--- config.mk ---
export PLATFORM = sky130hd
export DESIGN_NAME = lockpulse_seq
export DESIGN_NICKNAME = d
export VERILOG_FILES = /design/src/rtl/lp_pkg.sv /design/src/rtl/lp_timer.sv /design/src/rtl/lp_pulse_ctr.sv /design/src/rtl/lockpulse_seq.sv
export SDC_FILE = /design/constraint.sdc
export NUM_CORES = 1
export LEC_CHECK = 0
export CAP_MARGIN = 10
export CORE_MARGIN = 3
export CORE_UTILIZATION = 45
export CTS_BUF_LIST = sky130_fd_sc_hd__clkbuf_16
export CTS_CLUSTER_SIZE = 24
export DETAILED_ROUTE_END_ITERATION = 8
export GPL_ROUTABILITY_DRIVEN = 0
export HOLD_SLACK_MARGIN = 0.1
export PLACE_DENSITY = 0.68
export SLEW_MARGIN = 5
export SYNTH_ARGS = -nofsm -noshare
export SYNTH_HDL_FRONTEND = slang
export SYNTH_SLANG_ARGS = --single-unit
--- constraint.sdc ---
create_clock -name clk -period 2.8 [get_ports clk]
set_input_delay 0.28 -clock clk [delete_from_list [all_inputs] [get_ports clk]]
set_output_delay 0.28 -clock clk [all_outputs]
set_load 0.01 [all_outputs]
--- src/rtl/lp_pkg.sv ---
package lp_pkg;

    localparam logic [7:0] CMD_SETUP  = 8'h60;
    localparam logic [7:0] CMD_VERIFY = 8'h40;
    localparam logic [7:0] CMD_RESET  = 8'hF0;
    localparam logic [7:0] STAT_LOCKED = 8'h01;
    localparam logic [7:0] STAT_OPEN   = 8'h00;
    localparam int         LOW_BITS   = 7;

    // dwell times in nanoseconds
    localparam longint unsigned SETTLE_NS = 64'd1_000;
    localparam longint unsigned LOCK_NS   = 64'd150_000;
    localparam longint unsigned OPEN_NS   = 64'd15_000_000;

    typedef enum logic [3:0] {
        S_IDLE, S_HV_UP, S_SETTLE, S_SCAN, S_PULSE, S_DWELL,
        S_VWR, S_VRD, S_HV_DN, S_RSTCMD, S_FIN
    } seq_state_e;

    typedef enum logic {PH_LOCK, PH_OPEN} phase_e;

    typedef struct packed {
        logic                valid;
        logic                we;
        logic [7:0]          data;
        logic [LOW_BITS-1:0] low;
        logic                base;   // 1: address forced to zero
    } bus_req_t;

    function automatic longint unsigned ns_to_cycles(longint unsigned hz,
                                                     longint unsigned ns);
        longint unsigned c;
        c = (hz * ns + 64'd999_999_999) / 64'd1_000_000_000;
        return (c == 64'd0) ? 64'd1 : c;
    endfunction

    function automatic logic [LOW_BITS-1:0] mode_bits(phase_e ph);
        logic [LOW_BITS-1:0] a;
        a    = '0;
        a[6] = (ph == PH_OPEN);
        a[1] = 1'b1;
        a[0] = 1'b0;
        return a;
    endfunction

endpackage

--- src/rtl/lp_timer.sv ---
module lp_timer #(
    parameter int W = 8
) (
    input  logic         clk,
    input  logic         rst,
    input  logic         load,
    input  logic [W-1:0] val,
    output logic         expired
);
    logic [W-1:0] cnt;

    always_ff @(posedge clk) begin
        if (rst)
            cnt <= '0;
        else if (load)
            cnt <= val;
        else if (cnt != '0)
            cnt <= cnt - 1'b1;
    end

    assign expired = (cnt == '0) && !load;

    AST_TIMER_IDLE_AT_ZERO: assert property (@(posedge clk) disable iff (rst)
        (expired) |=> (cnt == '0) || $past(load));

endmodule

--- src/rtl/lp_pulse_ctr.sv ---
module lp_pulse_ctr #(
    parameter int W = 10
) (
    input  logic         clk,
    input  logic         rst,
    input  logic         clr,
    input  logic         inc,
    input  logic [W-1:0] limit,
    output logic [W-1:0] count,
    output logic         last
);
    always_ff @(posedge clk) begin
        if (rst || clr)
            count <= W'(1);
        else if (inc)
            count <= count + 1'b1;
    end

    assign last = (({1'b0, count} + 1'b1) == {1'b0, limit});

    AST_NO_OVERFLOW: assert property (@(posedge clk) disable iff (rst)
        (inc && !clr) |-> !last);

    AST_COUNT_FLOOR: assert property (@(posedge clk) disable iff (rst)
        count != '0);

endmodule

--- src/rtl/lockpulse_seq.sv ---
module lockpulse_seq #(
    parameter int              NSEC       = 8,
    parameter longint unsigned CLK_HZ     = 100_000_000,
    parameter int              PROT_MAX   = 25,
    parameter int              UNPROT_MAX = 1000
) (
    input  logic                      clk,
    input  logic                      rst,
    input  logic                      start,
    input  logic                      op_unlock,
    input  logic [NSEC-1:0]           sec_mask,
    output logic                      busy,
    output logic                      done,
    output logic                      fail,
    output logic                      hv_req,
    input  logic                      hv_ack,
    output logic                      bus_valid,
    input  logic                      bus_ready,
    output logic                      bus_we,
    output logic [$clog2(NSEC)+6:0]   bus_addr,
    output logic [7:0]                bus_wdata,
    input  logic [7:0]                bus_rdata
);
    import lp_pkg::*;

    localparam int SW = $clog2(NSEC);
    localparam int IW = $clog2(NSEC + 1);
    localparam longint unsigned SET_CYC  = ns_to_cycles(CLK_HZ, SETTLE_NS);
    localparam longint unsigned LOCK_CYC = ns_to_cycles(CLK_HZ, LOCK_NS);
    localparam longint unsigned OPEN_CYC = ns_to_cycles(CLK_HZ, OPEN_NS);
    localparam longint unsigned MAX_CYC =
        (OPEN_CYC > LOCK_CYC) ? ((OPEN_CYC > SET_CYC) ? OPEN_CYC : SET_CYC)
                              : ((LOCK_CYC > SET_CYC) ? LOCK_CYC : SET_CYC);
    localparam int TW = $clog2(MAX_CYC + 1);
    localparam int LIM_MAX = (PROT_MAX > UNPROT_MAX) ? PROT_MAX : UNPROT_MAX;
    localparam int CW = $clog2(LIM_MAX + 1);

    seq_state_e    st, st_n;
    phase_e        phase, phase_n;
    logic [IW-1:0] idx, idx_n;
    logic          fail_q, fail_n;
    logic          op_q;
    logic [NSEC-1:0] mask_q;

    logic          tim_load, tim_exp;
    logic [TW-1:0] tim_val;
    logic          cnt_clr, cnt_inc, cnt_last;
    logic [CW-1:0] cnt_val, cnt_lim;
    logic          xfer, pass;
    bus_req_t      req;

    assign cnt_lim = (phase == PH_OPEN) ? CW'(UNPROT_MAX) : CW'(PROT_MAX);
    assign xfer    = bus_valid && bus_ready;
    assign pass    = (bus_rdata == ((phase == PH_OPEN) ? STAT_OPEN : STAT_LOCKED));

    lp_timer #(.W(TW)) u_timer (
        .clk(clk), .rst(rst), .load(tim_load), .val(tim_val), .expired(tim_exp)
    );

    lp_pulse_ctr #(.W(CW)) u_ctr (
        .clk(clk), .rst(rst), .clr(cnt_clr), .inc(cnt_inc),
        .limit(cnt_lim), .count(cnt_val), .last(cnt_last)
    );

    // bus request formed from the current state
    always_comb begin
        req = '0;
        case (st)
            S_PULSE:  begin req.valid = 1'b1; req.we = 1'b1; req.data = CMD_SETUP;
                            req.low = mode_bits(phase); end
            S_VWR:    begin req.valid = 1'b1; req.we = 1'b1; req.data = CMD_VERIFY;
                            req.low = mode_bits(phase); end
            S_VRD:    begin req.valid = 1'b1; req.we = 1'b0;
                            req.low = mode_bits(phase); end
            S_RSTCMD: begin req.valid = 1'b1; req.we = 1'b1; req.data = CMD_RESET;
                            req.base = 1'b1; end
            default:  req = '0;
        endcase
    end

    assign bus_valid = req.valid;
    assign bus_we    = req.we;
    assign bus_wdata = req.data;
    assign bus_addr  = req.base ? '0 : {idx[SW-1:0], req.low};

    // sequencing
    always_comb begin
        st_n     = st;
        phase_n  = phase;
        idx_n    = idx;
        fail_n   = fail_q;
        tim_load = 1'b0;
        tim_val  = (phase == PH_OPEN) ? TW'(OPEN_CYC) : TW'(LOCK_CYC);
        cnt_clr  = 1'b0;
        cnt_inc  = 1'b0;
        case (st)
            S_IDLE: if (start) begin
                st_n    = S_HV_UP;
                phase_n = PH_LOCK;
                idx_n   = '0;
                fail_n  = 1'b0;
            end
            S_HV_UP: if (hv_ack) begin
                tim_load = 1'b1;
                tim_val  = TW'(SET_CYC);
                st_n     = S_SETTLE;
            end
            S_SETTLE: if (tim_exp) st_n = S_SCAN;
            S_SCAN: begin
                if (idx == IW'(NSEC)) begin
                    if (op_q && phase == PH_LOCK) begin
                        phase_n = PH_OPEN;
                        idx_n   = '0;
                        cnt_clr = 1'b1;
                        st_n    = S_PULSE;
                    end else begin
                        st_n = S_HV_DN;
                    end
                end else if (op_q || mask_q[idx[SW-1:0]]) begin
                    cnt_clr = 1'b1;
                    st_n    = S_PULSE;
                end else begin
                    idx_n = idx + 1'b1;
                end
            end
            S_PULSE: if (xfer) begin
                tim_load = 1'b1;
                st_n     = S_DWELL;
            end
            S_DWELL: if (tim_exp) st_n = S_VWR;
            S_VWR:   if (xfer) st_n = S_VRD;
            S_VRD: if (xfer) begin
                if (pass) begin
                    if (phase == PH_LOCK) begin
                        idx_n = idx + 1'b1;
                        st_n  = S_SCAN;
                    end else if (idx == IW'(NSEC - 1)) begin
                        st_n = S_HV_DN;
                    end else begin
                        idx_n   = idx + 1'b1;
                        cnt_clr = 1'b1;
                        st_n    = S_VWR;
                    end
                end else if (cnt_last) begin
                    fail_n = 1'b1;
                    st_n   = S_HV_DN;
                end else begin
                    cnt_inc = 1'b1;
                    st_n    = S_PULSE;
                end
            end
            S_HV_DN:  if (!hv_ack) st_n = S_RSTCMD;
            S_RSTCMD: if (xfer) st_n = S_FIN;
            S_FIN:    st_n = S_IDLE;
            default:  st_n = S_IDLE;
        endcase
    end

    always_ff @(posedge clk) begin
        if (rst) begin
            st     <= S_IDLE;
            phase  <= PH_LOCK;
            idx    <= '0;
            fail_q <= 1'b0;
            op_q   <= 1'b0;
            mask_q <= '0;
        end else begin
            st     <= st_n;
            phase  <= phase_n;
            idx    <= idx_n;
            fail_q <= fail_n;
            if (st == S_IDLE && start) begin
                op_q   <= op_unlock;
                mask_q <= sec_mask;
            end
        end
    end

    assign busy   = (st != S_IDLE);
    assign done   = (st == S_FIN);
    assign fail   = fail_q;
    assign hv_req = (st == S_HV_UP) || (st == S_SETTLE) || (st == S_SCAN) ||
                    (st == S_PULSE) || (st == S_DWELL) || (st == S_VWR) ||
                    (st == S_VRD);

    AST_SETUP_UNDER_HV: assert property (@(posedge clk) disable iff (rst)
        (bus_valid && bus_we && bus_wdata == CMD_SETUP) |-> hv_ack);

    AST_RESET_AFTER_HV: assert property (@(posedge clk) disable iff (rst)
        (bus_valid && bus_we && bus_wdata == CMD_RESET) |-> (!hv_req && !hv_ack));

    AST_REQ_HELD: assert property (@(posedge clk) disable iff (rst)
        (bus_valid && !bus_ready) |=> (bus_valid && $stable(bus_addr) &&
                                       $stable(bus_wdata) && $stable(bus_we)));

    AST_DONE_SINGLE: assert property (@(posedge clk) disable iff (rst)
        done |=> (!done && !busy));

    AST_START_IGNORED: assert property (@(posedge clk) disable iff (rst)
        (busy && start) |=> ($stable(op_q) && $stable(mask_q)));

    AST_NO_LOCK_AFTER_OPEN: assert property (@(posedge clk) disable iff (rst)
        (phase == PH_OPEN && st != S_IDLE && st_n != S_IDLE) |=> phase == PH_OPEN);

endmodule

==> out/metrics.cfg <==
[sta]
rsz0062_at_grt=no
final.period_utilization_pct=92.96
finalClockSkew_ns=0.005427
max_freq_mhz=384.2
hold_slack_ns=0.4605
finalCriticalPeriod_ns=2.603
hold_viol_final=0
worst_pin_slew_ns=0.7505
maxSlewHeadroom_pct=49.33
setup_violations=0
fin_setup_tns_ns=0
slew_viol_final=0

[floorplan]
die_h_um=90.73
dieArea_um2=8232
die_w_um=90.73
rows=30
initial_core_util_pct=47.03
coreArea_um2=6869
io_pins=46

[clock_tree]
holdBufCountCts=0
numCtsBuffers=5
cts_buffer_depth=2
clk_pin_slew_worst_paths_ns=0.07
cts-root-buf=clkbuf_16
cts_setup_buffers=0
h-tree-depth=2
clock_sinks=50
clock_latency_ns=0.29
cts_tree=built

[critical_path]
cp.required_ns=3.03
critPathLaunchType=flop
worstPathArrival_ns=2.84
worstSetupStartpoint=idx[0]$_SDFFE_PP0P_
crit_type=flop to flop
crit_fanout=8
cp-end-kind=flop
r2r_cells=7
r2r_end=u_ctr.count[7]$_SDFFE_PP0P_
r2r_slack_ns=0.20
crit-reg2reg-launch=idx[0]$_SDFFE_PP0P_
crit_path_end=u_ctr.count[7]$_SDFFE_PP0P_

[global_routing]
grt_first_pass_wirelength_um=14080
grt_pass1_vias=2981
track_usage_pct=20.41
grt_max_degree=38
grt_antenna_before_repair=0
grt_overflow=0

[synth]
synth-simple-area-share_pct=31.87
synth_mux_area_share_pct=2.363
synth_flop_cell=dfxtp_1
yosys.area.top_type=dfxtp_1
synth_seq_cells=50
synth_edf_count=0
synth_xor_area_share_pct=4.609
synth_compound_area_share_pct=20.68
synth_top_family_by_area=simple AND/OR/NAND/NOR gates
ys_seq_area_share_pct=30.98
synth_top_area_share_pct=30.98
synthAdderAreaFrac_pct=1.936
yosys_warnings=0
synth_area_um2=3231
synthTopCellsByArea=dfxtp_1 31%, nor2_1 6.7%, a21oi_1 6.7%
postSynthCellCount=439
synth.avg_cell_area_um2=7.359
yosysUniqueCellTypes=56
ys_async_sr_fraction_pct=0

[routing]
post_drt_via_cell_ratio=5.617
drc=0
drtIter0Drc=168
ant_nets=0
drt_pass1_iterations=5
num_vias=3196
wl_per_cell_um=14.59
drt-total-wl_um=8299

[outcome]
status=complete, no violations

[cells_and_area]
diodes=0
stdcell_count=569
utilization_pct=56.10
multi_input_area_um2=2021
layout_common_cells=58 x nor2_1, 49 x dfxtp_1, 45 x nand2_1
nFillCells=659
drive_gt1_share_pct=7.822
areaGrowthSynthToFinish_pct=19.29
regArea_um2=1002
nets=499
layout_commonest_cell=nor2_1

[place]
hpwl_um=6109
dp.cells=561
io_buffers=36

[pwr]
swShare_pct=40.43
clockPowerShare_pct=18.4
p_switching_mw=1.499
internal_power_mw=2.210
combPwrFrac_pct=52.9
p_per_area_nw_per_um2=962.4
peakVddDrop_mv=0.6566
power.leakage_nw=1.441
pwr-share-seq_pct=28.6

[hold_path]
hold_path_class=flop to flop

[flow_run]
drv_cap=0

-- kinds of logic after synthesis --
| kind of cell | Yosys count |
|---|---|
| fa+ha+maj | 5 |
| xor+xnor | 17 |
| mux | 5 |
| other cells | 1 |
| compound gates | 106 |
| simple gates | 205 |
| buf+inv | 50 |
| flops | 50 |
-- cells in the mapped netlist, types with 3 or more instances --
library cell / instances
a211oi_1: 7
nor4_1: 8
and4b_1: 3
o311ai_0: 3
nand3_1: 21
ha_1: 5
nand2_1: 45
and3_1: 5
a31oi_1: 3
xnor2_1: 8
nor2b_1: 11
nor2_1: 58
o22ai_1: 4
nor3_1: 16
or2_2: 4
dfxtp_1: 50
nand2b_1: 5
or3_1: 4
o211ai_1: 5
a21oi_1: 43
o21ai_0: 17
nand3b_1: 3
and2_1: 3
a221o_1: 3
xor2_1: 9
buf_4: 10
inv_1: 15
o31ai_1: 6
clkbuf_1: 21
and4_1: 3
or4_1: 5
nand4_1: 6
-- layer usage --
layer  track usage, %  vias up  part of all wire, %
met4            6.250        0                  1.3
met2            34.03       86                   47
met1            26.46     1479                   47
met5                0        -                    0
met3            4.083       11                  5.0
li1                 -     1620                    -
-- repair_timing --
item / CTS / global route
resized for setup: 0 / 2
endpoints found under the setup margin: 0 / 3
hold endpoints to repair: 0 / 0
-- final cells by class --
class	instances	share of cell area (%)
clock buffer	5	3.247
clock inverter	3	1.071
inverter	15	1.461
multi-input combinational	347	52.44
sequential	50	26.01
tap	96	3.117
timing repair buffer	53	12.66
-- worst max-delay path, cell delays in order (launching register included) --
cell     delay (ns)
dfxtp_2        0.38
mux4_2         0.50
mux2_2         0.29
nor3_1         0.23
nor2_1         0.11
a221o_2        0.44
or4_1          0.52
nand2_1        0.08
-- through the flow --
stage / area (um2) / worst slack, ns / total power, mW
final: 3854 / 0.1971 / 3.709
after global routing: 3854 / 0.003357 / 4.020
after CTS: 3851 / 0.1054 / 3.715
after detailed placement: 3685 / 0.1195 / 3.020
after global placement: 3685 / 0.1671 / 3.000
after floorplan: 3261 / 0.2867 / 2.469
-- worst min-delay path by stage --
stage / start / endpoint / slack [ns] / cells after the start
after floorplan: sec_mask[0] / mask_q[0]$_SDFFE_PP0P_ / 0.42 / 2
after global placement: mask_q[3]$_SDFFE_PP0P_ / mask_q[3]$_SDFFE_PP0P_ / 0.45 / 2
after detailed placement: mask_q[0]$_SDFFE_PP0P_ / mask_q[0]$_SDFFE_PP0P_ / 0.45 / 2
after CTS: mask_q[1]$_SDFFE_PP0P_ / mask_q[1]$_SDFFE_PP0P_ / 0.46 / 2
after global routing: mask_q[2]$_SDFFE_PP0P_ / mask_q[2]$_SDFFE_PP0P_ / 0.47 / 2
final: mask_q[3]$_SDFFE_PP0P_ / mask_q[3]$_SDFFE_PP0P_ / 0.46 / 2
-- power groups by stage --
stage	logic (mW)	registers (mW)	clock network [mW]
2_1_floorplan	1.43	1.04	0
3_3_place_gp	1.93	1.07	0
3_5_place_dp	1.95	1.07	0
4_1_cts	1.96	1.06	0.701
5_1_grt	2.21	1.09	0.724
6_report	1.96	1.06	0.684
-- registers in the layout, indices dropped and copies added, names as in the netlist --
signal	count
u_timer.cnt	21
fail	1
mask_q	8
phase	1
op_q	1
idx	4
u_ctr.count	10
st	4
(Power assumes the default switching activity.)
